--- src/rtl/fill_pkg.sv ---
package fill_pkg;
  // One cycle to send, lat cycles in the bank, one cycle on the return bus.
  function automatic int fill_cycles(input int nb, input int lat, input bit serial);
    if (serial) return nb * (lat + 2);
    return nb + lat + 1;
  endfunction
endpackage

--- src/rtl/fill_ctrl.sv ---
module fill_ctrl #(
  parameter int NB     = 4,
  parameter int BLK_W  = 14,
  parameter int LAT    = 15,
  parameter bit SERIAL = 1'b0
) (
  input  logic             clk,
  input  logic             rst_n,
  input  logic             fill_req,
  input  logic [BLK_W-1:0] fill_blk,
  input  logic             last_cap,
  output logic             busy,
  output logic             start,
  output logic [BLK_W-1:0] blk,
  output logic             done
);
  localparam int FILL  = fill_pkg::fill_cycles(NB, LAT, SERIAL);
  localparam int CYC_W = $clog2(FILL + 1);

  logic             busy_q, busy_d;
  logic [BLK_W-1:0] blk_q;
  logic             done_q, done_d;
  logic [CYC_W-1:0] cyc_q, cyc_d;
  logic             cyc_en;

  assign start = fill_req & ~busy_q;

  always_comb begin
    busy_d = busy_q;
    if (start)         busy_d = 1'b1;
    else if (last_cap) busy_d = 1'b0;
    done_d = last_cap;
    cyc_en = start | busy_q;
    cyc_d  = start ? '0 : cyc_q + 1'b1;
  end

  always_ff @(posedge clk or negedge rst_n) begin
    if (!rst_n) begin
      busy_q <= 1'b0;
      done_q <= 1'b0;
    end else begin
      busy_q <= busy_d;
      done_q <= done_d;
    end
  end

  always_ff @(posedge clk or negedge rst_n) begin
    if (!rst_n)     blk_q <= '0;
    else if (start) blk_q <= fill_blk;
  end

  always_ff @(posedge clk or negedge rst_n) begin
    if (!rst_n)      cyc_q <= '0;
    else if (cyc_en) cyc_q <= cyc_d;
  end

  assign busy = busy_q;
  assign blk  = blk_q;
  assign done = done_q;

  // completion lands at the schedule's cycle count
  a_r5_fill_span: assert property (@(posedge clk) disable iff (!rst_n)
    done_q |-> $past(cyc_q) == CYC_W'(FILL - 1));
  // completion is a single-cycle pulse
  a_r7_done_pulse: assert property (@(posedge clk) disable iff (!rst_n)
    done_q |=> !done_q);
  // a request during a fill leaves the latched block address alone
  a_r8_hold_blk: assert property (@(posedge clk) disable iff (!rst_n)
    (busy_q && fill_req) |=> $stable(blk_q));
endmodule

--- src/rtl/fill_issue.sv ---
module fill_issue #(
  parameter int NB     = 4,
  parameter int BLK_W  = 14,
  parameter int ADDR_W = 16,
  parameter bit SERIAL = 1'b0
) (
  input  logic              clk,
  input  logic              rst_n,
  input  logic              busy,
  input  logic              start,
  input  logic [BLK_W-1:0]  blk,
  input  logic [$clog2(NB+1)-1:0] ret_cnt,
  output logic [NB-1:0]     bank_req,
  output logic [ADDR_W-1:0] bank_addr
);
  localparam int BIX_W = $clog2(NB);
  localparam int CNT_W = $clog2(NB + 1);

  logic [CNT_W-1:0] iss_q, iss_d;
  logic             iss_en;
  logic             gate;
  logic             can_issue;

  generate
    if (SERIAL) begin : g_serial
      assign gate = (iss_q == ret_cnt);
    end else begin : g_overlap
      assign gate = 1'b1;
    end
  endgenerate

  assign can_issue = busy & (iss_q != CNT_W'(NB)) & gate;

  always_comb begin
    iss_en = start | can_issue;
    iss_d  = start ? '0 : iss_q + 1'b1;
  end

  always_ff @(posedge clk or negedge rst_n) begin
    if (!rst_n)      iss_q <= '0;
    else if (iss_en) iss_q <= iss_d;
  end

  generate
    for (genvar b = 0; b < NB; b++) begin : g_req
      assign bank_req[b] = can_issue & (iss_q == CNT_W'(b));
    end
  endgenerate

  assign bank_addr = {blk, iss_q[BIX_W-1:0]};

  // never more than one bank asked per cycle
  a_r3_onehot: assert property (@(posedge clk) disable iff (!rst_n)
    $onehot0(bank_req));
  // the cycle after acceptance asks bank 0
  a_r2_first_bank: assert property (@(posedge clk) disable iff (!rst_n)
    start |=> bank_req[0]);
  // no word returns before it was requested
  a_r4_ret_after_req: assert property (@(posedge clk) disable iff (!rst_n)
    ret_cnt <= iss_q);

  generate
    if (SERIAL) begin : g_serial_chk
      // a later bank is asked only right after a word came back
      a_r6_wait_return: assert property (@(posedge clk) disable iff (!rst_n)
        (|bank_req && !bank_req[0]) |-> ret_cnt != $past(ret_cnt));
    end
  endgenerate
endmodule

--- src/rtl/fill_collect.sv ---
module fill_collect #(
  parameter int NB = 4,
  parameter int DW = 32
) (
  input  logic               clk,
  input  logic               rst_n,
  input  logic               busy,
  input  logic               start,
  input  logic               ret_valid,
  input  logic [DW-1:0]      ret_data,
  output logic [$clog2(NB+1)-1:0] ret_cnt,
  output logic               last_cap,
  output logic [NB*DW-1:0]   blk_data
);
  localparam int CNT_W = $clog2(NB + 1);

  logic [CNT_W-1:0] cnt_q, cnt_d;
  logic             cnt_en;
  logic             cap;

  assign cap      = busy & ret_valid & (cnt_q != CNT_W'(NB));
  assign last_cap = cap & (cnt_q == CNT_W'(NB - 1));

  always_comb begin
    cnt_en = start | cap;
    cnt_d  = start ? '0 : cnt_q + 1'b1;
  end

  always_ff @(posedge clk or negedge rst_n) begin
    if (!rst_n)      cnt_q <= '0;
    else if (cnt_en) cnt_q <= cnt_d;
  end

  generate
    for (genvar w = 0; w < NB; w++) begin : g_word
      logic [DW-1:0] word_q;
      logic          word_en;
      assign word_en = cap & (cnt_q == CNT_W'(w));
      always_ff @(posedge clk or negedge rst_n) begin
        if (!rst_n)       word_q <= '0;
        else if (word_en) word_q <= ret_data;
      end
      assign blk_data[w*DW +: DW] = word_q;
    end
  endgenerate

  assign ret_cnt = cnt_q;

  // an idle engine keeps its buffer
  a_r9_idle_hold: assert property (@(posedge clk) disable iff (!rst_n)
    !busy |=> $stable(blk_data));
  // the word count never passes the block size
  a_r4_cnt_bound: assert property (@(posedge clk) disable iff (!rst_n)
    cnt_q <= CNT_W'(NB));
endmodule

--- src/rtl/fill_engine.sv ---
module fill_engine #(
  parameter int NUM_BANKS = 4,
  parameter int DATA_W    = 32,
  parameter int ADDR_W    = 16,
  parameter int BANK_LAT  = 15,
  parameter bit SERIAL    = 1'b0
) (
  input  logic                          clk,
  input  logic                          rst_n,
  input  logic                          fill_req,
  input  logic [ADDR_W-$clog2(NUM_BANKS)-1:0] fill_blk,
  output logic [NUM_BANKS-1:0]          bank_req,
  output logic [ADDR_W-1:0]             bank_addr,
  input  logic                          ret_valid,
  input  logic [DATA_W-1:0]             ret_data,
  output logic [NUM_BANKS*DATA_W-1:0]   blk_data,
  output logic                          fill_done
);
  localparam int BIX_W = $clog2(NUM_BANKS);
  localparam int BLK_W = ADDR_W - BIX_W;
  localparam int CNT_W = $clog2(NUM_BANKS + 1);

  logic             busy, start, last_cap;
  logic [BLK_W-1:0] blk;
  logic [CNT_W-1:0] ret_cnt;

  fill_ctrl #(.NB(NUM_BANKS), .BLK_W(BLK_W), .LAT(BANK_LAT), .SERIAL(SERIAL)) u_ctrl (
    .clk(clk), .rst_n(rst_n), .fill_req(fill_req), .fill_blk(fill_blk),
    .last_cap(last_cap), .busy(busy), .start(start), .blk(blk), .done(fill_done)
  );

  fill_issue #(.NB(NUM_BANKS), .BLK_W(BLK_W), .ADDR_W(ADDR_W), .SERIAL(SERIAL)) u_issue (
    .clk(clk), .rst_n(rst_n), .busy(busy), .start(start), .blk(blk),
    .ret_cnt(ret_cnt), .bank_req(bank_req), .bank_addr(bank_addr)
  );

  fill_collect #(.NB(NUM_BANKS), .DW(DATA_W)) u_collect (
    .clk(clk), .rst_n(rst_n), .busy(busy), .start(start),
    .ret_valid(ret_valid), .ret_data(ret_data), .ret_cnt(ret_cnt),
    .last_cap(last_cap), .blk_data(blk_data)
  );
endmodule

--- config.mk ---
export PLATFORM = sky130hd
export DESIGN_NAME = fill_engine
export DESIGN_NICKNAME = d
export VERILOG_FILES = /design/src/rtl/fill_pkg.sv /design/src/rtl/fill_ctrl.sv /design/src/rtl/fill_issue.sv /design/src/rtl/fill_collect.sv /design/src/rtl/fill_engine.sv
export SDC_FILE = /design/constraint.sdc
export NUM_CORES = 1
export LEC_CHECK = 0
export BUFFER_PORTS_ARGS = -buffer_cell sky130_fd_sc_hd__buf_2
export CAP_MARGIN = 25
export CORE_UTILIZATION = 44
export CTS_CLUSTER_DIAMETER = 40
export DETAILED_ROUTE_END_ITERATION = 10
export PLACE_DENSITY = 0.71
export SYNTH_ARGS = -nofsm -noshare
export SYNTH_HDL_FRONTEND = slang
export SYNTH_SLANG_ARGS = --single-unit
export TNS_END_PERCENT = 5
--- constraint.sdc ---
create_clock -name clk -period 5.1 [get_ports clk]
set_input_delay 1.02 -clock clk [delete_from_list [all_inputs] [get_ports clk]]
set_output_delay 1.02 -clock clk [all_outputs]
set_load 0.02 [all_outputs]
==> results of run 1 <==
==> cells by family after synthesis <==
logic type,Yosys count,synth area share
compound gates,12,0.0123
fa+ha+maj,10,0.0213
buf+inv,25,0.0268
flops,150,0.638
mux,143,0.279
simple gates,19,0.0221
==> flip-flops by register name, indices dropped and copies added, names as in the netlist <==
signal and cells:
u_issue.iss_q 3, u_ctrl.blk 14, u_ctrl.busy 1, u_collect.g_word.word_q 128, u_collect.ret_cnt 3, u_ctrl.done 1
==> cell usage in the layout (no fill, tap or decap), types with 3 or more instances in the layout <==
cell and instances:
a21oi_1 5, mux2_2 134, buf_4 4, buf_2 197, clkbuf_1 3, inv_1 8
ha_1 10, nand2_1 3, and3_1 3, mux2_4 8, dfrtp_1 150, clkinv_2 5
clkbuf_16 17
==> metrics by stage <==
stage / area [um^2] / utilization / power (mW)
3_5_place_dp: 6990 / 0.545 / 4.56
5_1_grt: 7560 / 0.590 / 5.97
3_3_place_gp: 6990 / 0.545 / 4.47
4_1_cts: 7540 / 0.588 / 5.72
2_1_floorplan: 5880 / - / 3.70
6_report: 7560 / 0.590 / 5.67
==> synth_stat cells, types with 2 or more instances <==
cell type / number
buf_4: 2
nand2_4: 2
and2_1: 2
nor2b_1: 2
o21ai_0: 2
and3_1: 3
buf_2: 9
dfrtp_1: 150
ha_1: 10
o22ai_1: 2
nand4_1: 2
inv_1: 8
nand2_1: 3
buf_6: 6
mux2_4: 8
a21oi_1: 5
mux2_2: 134
==> metal layers <==
layer  up-vias  GRT usage  part of all wire
met5         -          0                 0
met4         0     0.0665             0.012
met3        18     0.0615             0.062
met2       137      0.322              0.49
met1      1899      0.234              0.44
li1       1671          -                 -
==> worst reg2reg max path, delay by kind of cell, from the launching register on <==
kind	cells	cell delay [ns]
flops	1	0.42
buf+inv	2	0.51
simple gates	2	0.39
fa+ha+maj	1	0.25
mux	1	0.40
==> power by group <==
part | switching, mW | total (mW) | leakage, nW | internal [mW]
sequential | 0.331 | 2.13 | 1.82 | 1.80
clock | 0.452 | 1.14 | 0.266 | 0.690
combinational | 1.37 | 2.40 | 1.77 | 1.02
==> layout make-up <==
cell class,count,area [um^2],area share
tap,172,215,0.0284
multi-input combinational,184,1970,0.260
inverter,8,30.0,0.00397
clock buffer,22,464,0.0614
timing repair buffer,203,1050,0.139
sequential,150,3750,0.496
clock inverter,9,78.8,0.0104
==> path summary, 6_finish.rpt <==
check	depth (start not counted)	from	to	slack, ns
worst max-delay path	5	u_issue.iss_q[0]	bank_req[3]	2.36
worst min-delay path	1	rst_n	u_collect.g_word[2].word_q[9]	0.40
worst max register to register	6	u_collect.ret_cnt[0]	u_collect.g_word[3].word_q[2]	3.00
worst min register to register	1	u_collect.g_word[3].word_q[23]	u_collect.g_word[3].word_q[23]	0.50
max in group asynchronous	3	rst_n	u_collect.g_word[1].word_q[1]	3.47
min in group clk	1	u_collect.g_word[3].word_q[23]	u_collect.g_word[3].word_q[23]	0.50
==> results.sh, run 1 <==
export IMPL_outcome="finished, final reports clean"
export IMPL_drv_cap=0
export IMPL_cp_slowest_cell="dfrtp_1"
export IMPL_cts_resized=0
export IMPL_hold_slack_ns=0.403
export IMPL_cts_tree="yes"
export IMPL_rsz0062_at_grt="false"
export IMPL_synth_cell_types=26
export IMPL_cts_buffers=17
export IMPL_grt_remaining_overflow=0
export IMPL_critPathArrivalTime_ns=1.72
export IMPL_port_buffer_count=198
export IMPL_grt_start_max_net_pins=115
export IMPL_grt_pass1_wl_um=20700
export IMPL_synth_edff_count=0
export IMPL_clk_latency_ns=0.41
export IMPL_final_nets=624
export IMPL_async_reset_ff_frac=1.00
export IMPL_place_ws_ns=2.69
export IMPL_drv_slew=0
export IMPL_crit_family="flip-flops"
export IMPL_cpPeakStageDelay_ns=0.42
export IMPL_cts_root_buf="clkbuf_16"
export IMPL_vias_per_cell=4.98
export IMPL_hpwl_um=8690
export IMPL_post_route_period_util=0.537
export IMPL_synth_seq_cells=150
export IMPL_cts_sinks=150
export IMPL_postCtsSetupBuffers=0
export IMPL_antenna_found_initial=0
export IMPL_tns_ns=0
export IMPL_wire_per_inst_um=16.8
export IMPL_yosysSeqAreaShare=0.638
export IMPL_setup_violations=0
export IMPL_grt_use_total=0.192
export IMPL_cts_path_max_buffers=2
export IMPL_area_delta_synth_final_pct=28.7
export IMPL_skew_ns=0.00805
export IMPL_syn_avg_cell_area_um2=16.4
export IMPL_cp_buffers_inverters=2
export IMPL_layoutNonFillerInstCount=748
export IMPL_rows=41
export IMPL_peakVddDrop_mv=0.322
export IMPL_routed_wl_um=12600
export IMPL_critPathKind="flip-flop to output port"
export IMPL_tightestPinTransition_ns=0.542
export IMPL_drive_gt1_frac=0.656
export IMPL_fmax_mhz=365
export IMPL_yosysTopAreaCellShare=0.638
export IMPL_num_vias=3725
export IMPL_drt_iter0_markers=116
export IMPL_synth_top_area_cell="dfrtp_1"
export IMPL_ys_warn_count=0
export IMPL_worst_path_max_fanout=5
export IMPL_hold_violations=0
export IMPL_fillCellCount=1003
export IMPL_cts_htree_levels=4
export IMPL_routabilityCongestion=0.770
export IMPL_syn_num_nets=419
export IMPL_grt_pass1_vias=3939
export IMPL_path_clk_slew_ns=0.06
export IMPL_start_util=0.458
export IMPL_syn_cell_area_mm2=0.00588
export IMPL_period_minus_slack_ns=2.74
export IMPL_crit_required_ns=4.08
export IMPL_boundaryPins=199
export IMPL_synthTopCellsByArea="dfrtp_1, mux2_2, ha_1, mux2_4, buf_6"
export IMPL_cp_cell_sequence="inv_1, ha_1, a21oi_1, and2_1, buf_2"
export IMPL_die_area_mm2=0.0138
export IMPL_dpl_cell_count=716
export IMPL_pwr_density_cell_mw_per_mm2=749
export IMPL_n_antenna_cell=0
export IMPL_p_leak_nw=3.85
export IMPL_startpoint_type="flip-flop"
export IMPL_synth_main_ff_cell="dfrtp_1"
export IMPL_hold_path_class="input port to asynchronous set/reset pin"
export IMPL_hold_buffers=0
export IMPL_dr_pass1_iters=4
export IMPL_drc=0
export IMPL_core_area_mm2=0.0128
export IMPL_crit_path_end_kind="output port"
export IMPL_chipWidth_um=118
export IMPL_maxSlewHeadroom=0.638
export IMPL_fin_ws_ns=2.36
export IMPL_synthCells=359
export IMPL_drtAntennaViolNets=0
export IMPL_fp_dieH_um=118
No activity file was read; power rests on OpenSTA's default activity.
==> run 2, diff against run 1 <==
PLACE_DENSITY = 0.74   (was 0.71)
clock period = 2.4 ns   (was 5.1 ns; I/O delays follow)
==> results.sh, run 2 (synthesis gave the netlist of run 1 again) <==
export IMPL_skew_ns=0.00951
export IMPL_grt_use_total=0.194
export IMPL_wire_per_inst_um=16.7
export IMPL_routed_wl_um=12500
export IMPL_layout_commonest_cell="buf_2"
export IMPL_drtAntennaViolNets=0
export IMPL_period_minus_slack_ns=2.25
export IMPL_die_area_mm2=0.0138
export IMPL_critPathArrivalTime_ns=1.77
export IMPL_crit_required_ns=1.92
export IMPL_pwr_density_cell_mw_per_mm2=1620
export IMPL_area_delta_synth_final_pct=30.6
export IMPL_clk_latency_ns=0.42
export IMPL_drt_iter0_markers=190
export IMPL_hold_path_class="input port to flip-flop"
export IMPL_start_util=0.458
export IMPL_final_util=0.599
export IMPL_cts_htree_levels=4
export IMPL_drv_cap=0
export IMPL_grt_remaining_overflow=0
export IMPL_post_route_period_util=0.937
export IMPL_rows=41
export IMPL_setup_violations=0
export IMPL_tightestPinTransition_ns=0.498
export IMPL_antenna_found_initial=0
export IMPL_grt_pass1_wl_um=20600
export IMPL_critPathKind="flip-flop to output port"
export IMPL_r2r_start="u_collect.ret_cnt[0]"
export IMPL_boundaryPins=199
export IMPL_dr_pass1_iters=4
export IMPL_vias_per_cell=4.96
export IMPL_drc=0
export IMPL_worstHoldStart="fill_req"
export IMPL_path_clk_slew_ns=0.06
export IMPL_routabilityCongestion=0.751
export IMPL_fillCellCount=1035
export IMPL_tns_ns=0
export IMPL_cts_buffers=17
export IMPL_cp_startpoint="u_issue.iss_q[0]"
export IMPL_outcome="finished, final reports clean"
export IMPL_postCtsSetupBuffers=0
export IMPL_chipWidth_um=118
export IMPL_drive_gt1_frac=0.659
export IMPL_cts_resized=0
export IMPL_startpoint_type="flip-flop"
export IMPL_layout_common_cells="buf_2, dfrtp_1, mux2_2"
export IMPL_cts_sinks=150
export IMPL_rsz0062_at_grt="false"
export IMPL_cts_path_max_buffers=2
export IMPL_worst_path_max_fanout=5
export IMPL_reg2reg_to="u_collect.g_word[3].word_q[20]"
export IMPL_peakVddDrop_mv=0.702
export IMPL_n_antenna_cell=0
export IMPL_hold_violations=0
export IMPL_core_area_mm2=0.0128
export IMPL_largest_register="u_collect.g_word.word_q"
export IMPL_crit_path_end_kind="output port"
export IMPL_reg2reg_depth=6
export IMPL_endpoint="bank_req[3]"
export IMPL_num_vias=3712
export IMPL_grt_start_max_net_pins=69
export IMPL_hold_buffers=1
export IMPL_cts_root_buf="clkbuf_16"
export IMPL_largest_reg_flops=128
export IMPL_fmax_mhz=445
export IMPL_maxSlewHeadroom=0.668
export IMPL_hpwl_um=8860
export IMPL_port_buffer_count=198
export IMPL_r2r_slack_ns=0.63
export IMPL_fp_dieH_um=118
export IMPL_final_nets=627
export IMPL_cts_tree="yes"
export IMPL_grt_pass1_vias=3822
export IMPL_p_leak_nw=3.90
export IMPL_drv_slew=0
-- run 2: area by class of cell --
type                       count  area [um^2]  share of cell area
clock inverter                 7          143              0.0186
timing repair buffer         206         1080               0.141
multi-input combinational    184         1970               0.256
clock buffer                  22          484              0.0631
tap                          172          215              0.0280
inverter                       8         30.0             0.00391
sequential                   150         3750               0.489
-- run 2: worst max-delay path: stages (launching register included) --
cell and delay, ns:
dfrtp_1 0.44, inv_1 0.09, ha_1 0.24, a21oi_1 0.26
and2_1 0.17, buf_2 0.16
-- run 2: through the flow --
stage	hold slack (ns)	cell area (um^2)	setup WS (ns)	instances	power, mW
after global routing	0.276	7680	0.0288	749	13.1
after global placement	0.404	7040	0.602	719	9.48
after CTS	0.275	7680	0.121	749	12.6
final	0.296	7680	0.151	749	12.4
after detailed placement	0.409	7040	0.554	719	9.70
after floorplan	0.184	5880	0.769	359	7.87
-- run 2: power by group --
part	switching, mW	internal (mW)	total [mW]
clock network	0.968	1.84	2.81
logic	2.91	2.18	5.10
registers	0.692	3.81	4.51
total	4.57	7.84	12.4
-- run 2: layer usage --
metal,track usage,wire length (um),vias up
met1,0.244,5380,1878
met4,0.0785,218,0
met3,0.0654,792,18
met5,0,0,-
li1,-,-,1677
met2,0.307,6080,139
-- run 2: how the worst min path moves through the flow --
stage | end | cells past startpoint | slack (ns)
floorplan | u_collect.g_word[0].word_q[0] | 0 | 0.18
CTS | u_ctrl.blk[6] | 2 | 0.28
detailed placement | u_collect.g_word[1].word_q[10] | 1 | 0.41
global route | u_ctrl.blk[2] | 2 | 0.28
finish | u_collect.ret_cnt[2] | 2 | 0.30
global placement | u_collect.g_word[1].word_q[10] | 1 | 0.40
